### src/rtl/dmc_pkg.sv
package dmc_pkg;
  typedef enum logic [2:0] {
    ST_IDLE,
    ST_WPRE,
    ST_WACT,
    ST_RCLOSE,
    ST_COL,
    ST_RCAP
  } dmc_state_t;
endpackage

### src/rtl/dmc_refresh_timer.sv
module dmc_refresh_timer #(
  parameter int REFI  = 780,
  parameter int ROW_W = 13
) (
  input  logic             clk,
  input  logic             rst,
  input  logic             ref_done,
  output logic             ref_pending,
  output logic [ROW_W-1:0] ref_row,
  output logic             ref_err
);
  localparam int CNT_W = (REFI > 1) ? $clog2(REFI) : 1;

  logic [CNT_W-1:0] tmr;
  logic             tick;

  assign tick = (tmr == CNT_W'(REFI - 1));

  always_ff @(posedge clk) begin
    if (rst) begin
      tmr         <= '0;
      ref_pending <= 1'b0;
      ref_row     <= '0;
      ref_err     <= 1'b0;
    end else begin
      tmr <= tick ? '0 : tmr + CNT_W'(1);
      if (tick)
        ref_pending <= 1'b1;
      else if (ref_done)
        ref_pending <= 1'b0;
      if (tick && ref_pending && !ref_done)
        ref_err <= 1'b1;
      if (ref_done)
        ref_row <= ref_row + ROW_W'(1);
    end
  end
endmodule

### src/rtl/dmc_addr_split.sv
module dmc_addr_split #(
  parameter int ROW_W = 13,
  parameter int COL_W = 10
) (
  input  logic [ROW_W+COL_W-1:0] addr,
  input  logic [ROW_W-1:0]       open_row,
  output logic [ROW_W-1:0]       row,
  output logic [COL_W-1:0]       col,
  output logic                   hit
);
  assign row = addr[ROW_W+COL_W-1:COL_W];
  assign col = addr[COL_W-1:0];
  assign hit = (row == open_row);
endmodule

### src/rtl/dmc_seq.sv
module dmc_seq
  import dmc_pkg::*;
#(
  parameter int ROW_W  = 13,
  parameter int COL_W  = 10,
  parameter int MUX_W  = 13,
  parameter int DATA_W = 16,
  parameter int T_PRE  = 2,
  parameter int T_ACT  = 2
) (
  input  logic              clk,
  input  logic              rst,
  input  logic              req_valid,
  input  logic              req_we,
  input  logic [ROW_W-1:0]  req_row,
  input  logic [COL_W-1:0]  req_col,
  input  logic              req_hit,
  input  logic [DATA_W-1:0] req_wdata,
  output logic              req_ready,
  output logic [ROW_W-1:0]  open_row,
  input  logic              ref_pending,
  input  logic [ROW_W-1:0]  ref_row,
  output logic              ref_done,
  output logic              rd_valid,
  output logic [DATA_W-1:0] rd_data,
  output logic [MUX_W-1:0]  dram_addr,
  output logic              dram_ras,
  output logic              dram_cas,
  output logic              dram_pre,
  output logic              dram_we,
  output logic [DATA_W-1:0] dram_wdata,
  input  logic [DATA_W-1:0] dram_rdata
);
  localparam int TMAX = (T_PRE > T_ACT) ? T_PRE : T_ACT;
  localparam int CW   = $clog2(TMAX + 1);

  dmc_state_t        state;
  logic [CW-1:0]     cnt;
  logic              row_open;
  logic              is_ref;
  logic [ROW_W-1:0]  tgt_row;
  logic              op_we;
  logic [COL_W-1:0]  op_col;
  logic [DATA_W-1:0] op_wdata;

  assign req_ready = (state == ST_IDLE) && !ref_pending;
  assign ref_done  = (state == ST_RCLOSE) && (cnt == '0);

  always_ff @(posedge clk) begin
    if (rst) begin
      state      <= ST_IDLE;
      cnt        <= '0;
      row_open   <= 1'b0;
      open_row   <= '0;
      is_ref     <= 1'b0;
      tgt_row    <= '0;
      op_we      <= 1'b0;
      op_col     <= '0;
      op_wdata   <= '0;
      rd_valid   <= 1'b0;
      rd_data    <= '0;
      dram_addr  <= '0;
      dram_ras   <= 1'b0;
      dram_cas   <= 1'b0;
      dram_pre   <= 1'b0;
      dram_we    <= 1'b0;
      dram_wdata <= '0;
    end else begin
      dram_ras <= 1'b0;
      dram_cas <= 1'b0;
      dram_pre <= 1'b0;
      rd_valid <= 1'b0;
      case (state)
        ST_IDLE: begin
          if (ref_pending) begin
            is_ref  <= 1'b1;
            tgt_row <= ref_row;
            if (row_open) begin
              dram_pre <= 1'b1;
              row_open <= 1'b0;
              cnt      <= CW'(T_PRE - 1);
              state    <= ST_WPRE;
            end else begin
              dram_ras  <= 1'b1;
              dram_addr <= MUX_W'(ref_row);
              cnt       <= CW'(T_ACT - 1);
              state     <= ST_WACT;
            end
          end else if (req_valid) begin
            is_ref   <= 1'b0;
            tgt_row  <= req_row;
            op_we    <= req_we;
            op_col   <= req_col;
            op_wdata <= req_wdata;
            if (row_open && req_hit) begin
              dram_cas   <= 1'b1;
              dram_addr  <= MUX_W'(req_col);
              dram_we    <= req_we;
              dram_wdata <= req_wdata;
              state      <= ST_COL;
            end else if (row_open) begin
              dram_pre <= 1'b1;
              row_open <= 1'b0;
              cnt      <= CW'(T_PRE - 1);
              state    <= ST_WPRE;
            end else begin
              dram_ras  <= 1'b1;
              dram_addr <= MUX_W'(req_row);
              row_open  <= 1'b1;
              open_row  <= req_row;
              cnt       <= CW'(T_ACT - 1);
              state     <= ST_WACT;
            end
          end
        end
        ST_WPRE: begin
          if (cnt == '0) begin
            dram_ras  <= 1'b1;
            dram_addr <= MUX_W'(tgt_row);
            cnt       <= CW'(T_ACT - 1);
            state     <= ST_WACT;
            if (!is_ref) begin
              row_open <= 1'b1;
              open_row <= tgt_row;
            end
          end else begin
            cnt <= cnt - CW'(1);
          end
        end
        ST_WACT: begin
          if (cnt == '0) begin
            if (is_ref) begin
              dram_pre <= 1'b1;
              cnt      <= CW'(T_PRE - 1);
              state    <= ST_RCLOSE;
            end else begin
              dram_cas   <= 1'b1;
              dram_addr  <= MUX_W'(op_col);
              dram_we    <= op_we;
              dram_wdata <= op_wdata;
              state      <= ST_COL;
            end
          end else begin
            cnt <= cnt - CW'(1);
          end
        end
        ST_RCLOSE: begin
          if (cnt == '0)
            state <= ST_IDLE;
          else
            cnt <= cnt - CW'(1);
        end
        ST_COL: begin
          state <= op_we ? ST_IDLE : ST_RCAP;
        end
        ST_RCAP: begin
          rd_data  <= dram_rdata;
          rd_valid <= 1'b1;
          state    <= ST_IDLE;
        end
        default: state <= ST_IDLE;
      endcase
    end
  end
endmodule

### src/rtl/dram_mux_ctrl.sv
module dram_mux_ctrl #(
  parameter int ROW_W  = 13,
  parameter int COL_W  = 10,
  parameter int DATA_W = 16,
  parameter int REFI   = 780,
  parameter int T_PRE  = 2,
  parameter int T_ACT  = 2,
  localparam int ADDR_W = ROW_W + COL_W,
  localparam int MUX_W  = (ROW_W > COL_W) ? ROW_W : COL_W
) (
  input  logic              clk,
  input  logic              rst,
  input  logic              req_valid,
  output logic              req_ready,
  input  logic              req_we,
  input  logic [ADDR_W-1:0] req_addr,
  input  logic [DATA_W-1:0] req_wdata,
  output logic              rd_valid,
  output logic [DATA_W-1:0] rd_data,
  output logic [MUX_W-1:0]  dram_addr,
  output logic              dram_ras,
  output logic              dram_cas,
  output logic              dram_pre,
  output logic              dram_we,
  output logic [DATA_W-1:0] dram_wdata,
  input  logic [DATA_W-1:0] dram_rdata,
  output logic              refresh_err
);
  logic             ref_pending;
  logic             ref_done;
  logic [ROW_W-1:0] ref_row;
  logic [ROW_W-1:0] open_row;
  logic [ROW_W-1:0] req_row;
  logic [COL_W-1:0] req_col;
  logic             req_hit;

  dmc_refresh_timer #(.REFI(REFI), .ROW_W(ROW_W)) u_timer (
    .clk(clk), .rst(rst), .ref_done(ref_done),
    .ref_pending(ref_pending), .ref_row(ref_row), .ref_err(refresh_err)
  );

  dmc_addr_split #(.ROW_W(ROW_W), .COL_W(COL_W)) u_split (
    .addr(req_addr), .open_row(open_row),
    .row(req_row), .col(req_col), .hit(req_hit)
  );

  dmc_seq #(
    .ROW_W(ROW_W), .COL_W(COL_W), .MUX_W(MUX_W), .DATA_W(DATA_W),
    .T_PRE(T_PRE), .T_ACT(T_ACT)
  ) u_seq (
    .clk(clk), .rst(rst),
    .req_valid(req_valid), .req_we(req_we), .req_row(req_row),
    .req_col(req_col), .req_hit(req_hit), .req_wdata(req_wdata),
    .req_ready(req_ready), .open_row(open_row),
    .ref_pending(ref_pending), .ref_row(ref_row), .ref_done(ref_done),
    .rd_valid(rd_valid), .rd_data(rd_data),
    .dram_addr(dram_addr), .dram_ras(dram_ras), .dram_cas(dram_cas),
    .dram_pre(dram_pre), .dram_we(dram_we), .dram_wdata(dram_wdata),
    .dram_rdata(dram_rdata)
  );
endmodule

### config.mk
export PLATFORM = sky130hd
export DESIGN_NAME = dram_mux_ctrl
export DESIGN_NICKNAME = d
export VERILOG_FILES = /design/src/rtl/dmc_pkg.sv /design/src/rtl/dmc_refresh_timer.sv /design/src/rtl/dmc_addr_split.sv /design/src/rtl/dmc_seq.sv /design/src/rtl/dram_mux_ctrl.sv
export SDC_FILE = /design/constraint.sdc
export NUM_CORES = 1
export LEC_CHECK = 0
export CAP_MARGIN = 0
export CORE_UTILIZATION = 30
export DETAILED_ROUTE_END_ITERATION = 8
export RECOVER_POWER = 100
export SLEW_MARGIN = 20
export SYNTH_ARGS = -nofsm -noshare
export SYNTH_HDL_FRONTEND = slang
export SYNTH_SLANG_ARGS = --single-unit
### constraint.sdc
create_clock -name clk -period 2.3 [get_ports clk]
set_input_delay 0.345 -clock clk [delete_from_list [all_inputs] [get_ports clk]]
set_output_delay 0.345 -clock clk [all_outputs]
set_load 0.02 [all_outputs]
### After elaboration in Yosys (flattened, before gate mapping)

Cells that the tools add are included.

* register bits after elaboration: 135
* RAM bits: 0
* output and inout port bits: 52
* memory bits (read-only): 0
* logic and storage cells: 149
* memories: 0
* input bits: 59
* latch bits: 0

* add/subtract/negate cells: 3
* multiply operators: 0
* shift-type cells: 0
* mux-type cells: 77
* reduce and logical (&&, ||, !) cells: 24
* eq/ne operators: 23
* bitwise operators: 1
* order comparisons: 0
* divide/modulo/power cells: 0

Operator list (number)
* two-way mux 13 bit: 15
* two-way mux 16 bit: 5
* one-hot mux 13 bit (3 select lines): 1
* one-hot mux 16 bit (2 select lines): 1
* two-way mux 1 bit: 31
* one-hot mux 13 bit (2 select lines): 1
* two-way mux 3 bit: 8
* != test 2 bit, second input constant: 9
* two-way mux 2 bit: 8
* one-hot mux 3 bit (5 select lines): 1
* AND reduction 7 bit: 2
* adder 13 x 1 -> 13 bit, second input constant: 1
* equality test 13 bit: 1
* != test 3 bit, second input constant: 4
* adder 10 x 1 -> 10 bit, second input constant: 1
* equality test 10 bit, second input constant: 1
* one-hot mux 1 bit (2 select lines): 5
* AND reduction 5 bit: 2
* one-hot mux 2 bit (4 select lines): 1
* nonzero test 2 bit: 4
* equality test 3 x 2 -> 1 bit, second input constant: 2
* equality test 3 bit, second input constant: 2
* AND reduction 6 bit: 1
* logical AND 1 bit: 5
* 14 further kinds: 16

### Longest topological paths before layout

* depth in word-level cells: 6
* gate-level depth with buffers: 9
* mapped depth without buffers: 7

### Cells and area by module

Synthesis repeated with hierarchy kept, for this count alone.

* cell total of the unflattened synthesis: 792
* area total of the unflattened synthesis: 6617.6 um^2

Modules (own cells, without submodules)
* dmc_seq: sequential area each 2202.1 um^2, instances 1, cells each 632, area each 5213.8 um^2
* dmc_refresh_timer: sequential area each 500.5 um^2, instances 1, cells each 120, area each 1086.0 um^2
* dmc_addr_split: sequential area each 0.0 um^2, instances 1, cells each 40, area each 317.8 um^2

### Worst setup path before layout

OpenSTA, ideal clock, no wires.

* path type: input to register
* start point: in req_addr[21]
* end point: reg u_seq.dram_wdata[10]
* buffers on the path: 2
* stages on the path: 7
* library setup time: 0.121 ns
* arrival time: 2.059 ns
* required time: 2.179 ns
* path slack: 0.120 ns
* cell sequence: xor2_1 or3_1 or4_4 o21a_1 buf_6 buf_6 mux2_4

* cells in the longest elaborated chain, start to end: 4

RTL lines
* start, declared: line dram_mux_ctrl.sv:16 `input logic [ADDR_W-1:0] req_addr,`
* equality test 13 bit: line dmc_addr_split.sv:13 `assign hit = (row == open_row);`
* logical AND 1 bit: line dmc_seq.sv:95 `if (row_open && req_hit) begin`
* != test 2 bit (no source line)
* AND reduction 6 bit (no source line)
* end signal, assigned: line dmc_seq.sv:99 `dram_wdata <= req_wdata;`
* end signal, assigned: line dmc_seq.sv:140 `dram_wdata <= op_wdata;`
* end, declared: line dmc_seq.sv:31 `output logic [DATA_W-1:0] dram_wdata,`

Every way passes these cells.
A chain may end at the register's enable or synchronous reset.

### Final worst setup path

* start point: in req_addr[21]
* end point: reg u_seq.dram_wdata[8]

Same word-level chain as after synthesis.

==> results.ini <==
[outcome]
status=finished, final reports clean

[logic_synthesis]
syn_area_per_cell_um2=8.466
synth-seq-cells=135
synth_top_family_by_area=simple AND/OR/NAND/NOR gates
synth_cell_types=50
synthSimpleGateAreaFrac_pct=20.24
synth_edf_count=0
syn_area_um2=6553
yosysSeqAreaShare_pct=41.24
synth_fa_ha_area_share_pct=0.7638
synth_top_cell_area_share_pct=41.24
synthArstFlopShare_pct=0
synthMuxAreaShare_pct=10.01
syn-instance-count=774
synth-xor-area-share_pct=4.144
synth_compound_area_share_pct=19.06
ys_warn_count=0
syn_nets=837
synth-main-ff-cell=dfxtp_1
synth_most_common_cell=dfxtp_1
synth_area_leader_cell=dfxtp_1
netlist_top_cells_area=dfxtp_1 41%, mux2i_1 6.6%, nand2_1 6.5%, a21oi_1 4.7%, nor2_1 4.4%
synth_commonest_cells=135 x dfxtp_1, 114 x nand2_1, 77 x nor2_1

[critical_path]
cp.arrival_ns=2.55
critPathCaptureType=register
crit_chain=clkdlybuf4s50_1 -> xor2_1 -> or3_1 -> or4_4 -> o21a_1 -> buf_6 -> mux2_4
path_max_fanout=18
slowest_stage=or4_4
startpoint_type=primary input
crit_required_ns=2.60
crit_type=in2reg
critPathBufInv=2
slowest_delay_ns=0.47
crit_family=simple AND/OR/NAND/NOR gates

[cts]
ctsLongestPathBuffers=2
insertion_delay_ns=0.41
cts_hold_buf=0
clk_pin_slew_ns=0.06
root_buffer=clkbuf_16
numCtsBuffers=17
tritoncts=yes
cts.htree.levels=4
cts_sinks=135

[placement]
place_inst=1160
portBuffers=110
hpwl_um=13730
place_congestion=0.8645

[global_routing]
grt_pass1_vias=5866
grt_use_total_pct=17.62
grt_pass1_wl_um=30390
grt.overflow.total=0
grt_max_degree=46
antenna_found_initial=0

[finish]
fin_cells=1191
final_core_util_pct=41.42
antennaDiodeCount=0
area_growth_pct=34.12
nNetsFinal=967
drive_gt1_share_pct=13.21

[detailed_routing]
drt_pass1_iterations=5
vias=6031
drc=0
antenna_left=0
wl_per_cell_um=16.16
viasPerCell=5.064
wl_um=19240
drt_iter0_markers=274

[floorplanning]
core-area_um2=21220
die_area_um2=22440
fp.dieH_um=149.8
die_w_um=149.8
io_pins=111
placementRows=53
initial_core_util_pct=30.88

[sta]
setup_viol=0
clock.fmax_ghz=0.4455
rsz0062_at_grt=no
finalHoldViolCount=0
fin_worst_skew_ns=0.01098
finalMaxSlewViolations=0
slew_headroom_pct=53.28
max_slew.worst_pin.slew_ns=0.7008
min_period_over_period_pct=97.60
period_needed_ns=2.245

[power]
powerDensity_nw_per_um2=1092
p_leak_nw=3.401
ir_drop_mv=0.5042

[min_path]
hold_class=in2reg

[flow_run]
max_cap_violations=0

==> timing repair <==
| action | CTS | global route |
|---|---|---|
| setup endpoints to repair | 1 | 0 |
| resized for setup | 1 | 0 |
| setup buffers | 0 | 0 |
==> worst register-to-register path: stages (launching register included) <==
cell	delay, ns
dfxtp_1	0.32
xor2_1	0.17
or3_1	0.39
or4_4	0.47
o21a_1	0.22
buf_6	0.18
mux2_4	0.32
==> metal layers <==
layer / track usage [%] / up-vias / wire (um)
met5: 0 / - / 0
met4: 6.869 / 0 / 493
met3: 4.451 / 29 / 1028
met2: 28.80 / 174 / 9005
met1: 22.10 / 2810 / 8714
li1: - / 3018 / -
==> cell type report <==
| cell class | instances | area (um^2) |
|---|---|---|
| Clock buffer | 19 | 442.9 |
| Clock inverter | 12 | 128.9 |
| Fill cell | 2149 | 12430 |
| Inverter | 12 | 45.04 |
| Multi-Input combinational cell | 566 | 3562 |
| Sequential cell | 135 | 2703 |
| Tap cell | 275 | 344.1 |
| Timing Repair Buffer | 172 | 1563 |
==> cells in the final DEF (no fill, tap or decap), types with 10 or more instances in the layout <==
cell	count
dfxtp_1	135
nand2_1	114
nor2_1	75
a21oi_1	61
clkdlybuf4s50_1	57
dlygate4sd3_1	51
buf_4	50
mux2i_1	43
a211oi_1	26
nor2b_1	21
nand4_1	19
xnor2_1	18
clkbuf_16	17
nor3_1	16
o21ai_0	16
xor2_1	13
a31oi_1	13
inv_1	11
nand3_1	10
a22o_1	10
a211o_1	10
o41ai_1	10
o221a_2	10
==> state kept, by name, indices dropped and copies added (netlist names), 2 cells and up <==
| register | cells |
|---|---|
| u_timer.ref_row | 13 |
| u_seq.op_wdata | 16 |
| u_seq.open_row | 13 |
| u_seq.op_col | 10 |
| u_seq.state | 3 |
| u_seq.cnt | 2 |
| u_seq.tgt_row | 13 |
| u_seq.dram_wdata | 16 |
| u_timer.tmr | 10 |
| u_seq.dram_addr | 13 |
| u_seq.rd_data | 16 |
==> path summary, 6_finish.rpt <==
kind	cells past startpoint	slack, ns	endpoint	startpoint
setup reg to reg	6	0.12	u_seq.dram_wdata[8]	u_seq.open_row[11]
hold / removal	2	0.40	u_timer.ref_row[0]	rst
setup / recovery	7	0.06	u_seq.dram_wdata[8]	req_addr[21]
hold reg to reg	1	0.44	u_timer.tmr[0]	u_timer.tmr[0]
==> kinds of logic (layout without fill, tap and decap cells) <==
family                   Yosys count  count (layout)
XOR/XNOR                          31              31
AO/OA/AOI/OAI                    181             181
AND/OR/NAND/NOR                  290             290
adder cells (fa/ha/maj)            4               4
flip-flops                       135             135
buffers and inverters             73             215
multiplexers                      60              60
==> stage by stage <==
stage	cell area (um^2)	TNS, ns	hold slack (ns)	setup slack, ns	power (mW)
after floorplan	6553	0	0.4132	0.1197	5.602
final	8788	0	0.3980	0.05514	9.596
after global placement	8280	-6.246	0.4293	-0.3264	7.127
after CTS	8851	0	0.3831	0.07174	9.840
after global routing	8788	0	0.3978	0.01358	10.17
after detailed placement	8280	-7.615	0.4312	-0.3661	7.181
==> power by group <==
group	internal, mW	total, mW	leakage [nW]	switching, mW
sequential	2.79	3.14	1.10	0.350
combinational	1.66	3.82	2.02	2.16
clock	1.62	2.63	0.275	1.02
total	6.07	9.60	3.40	3.53
Note: power is estimated with default switching activity, not from simulation.
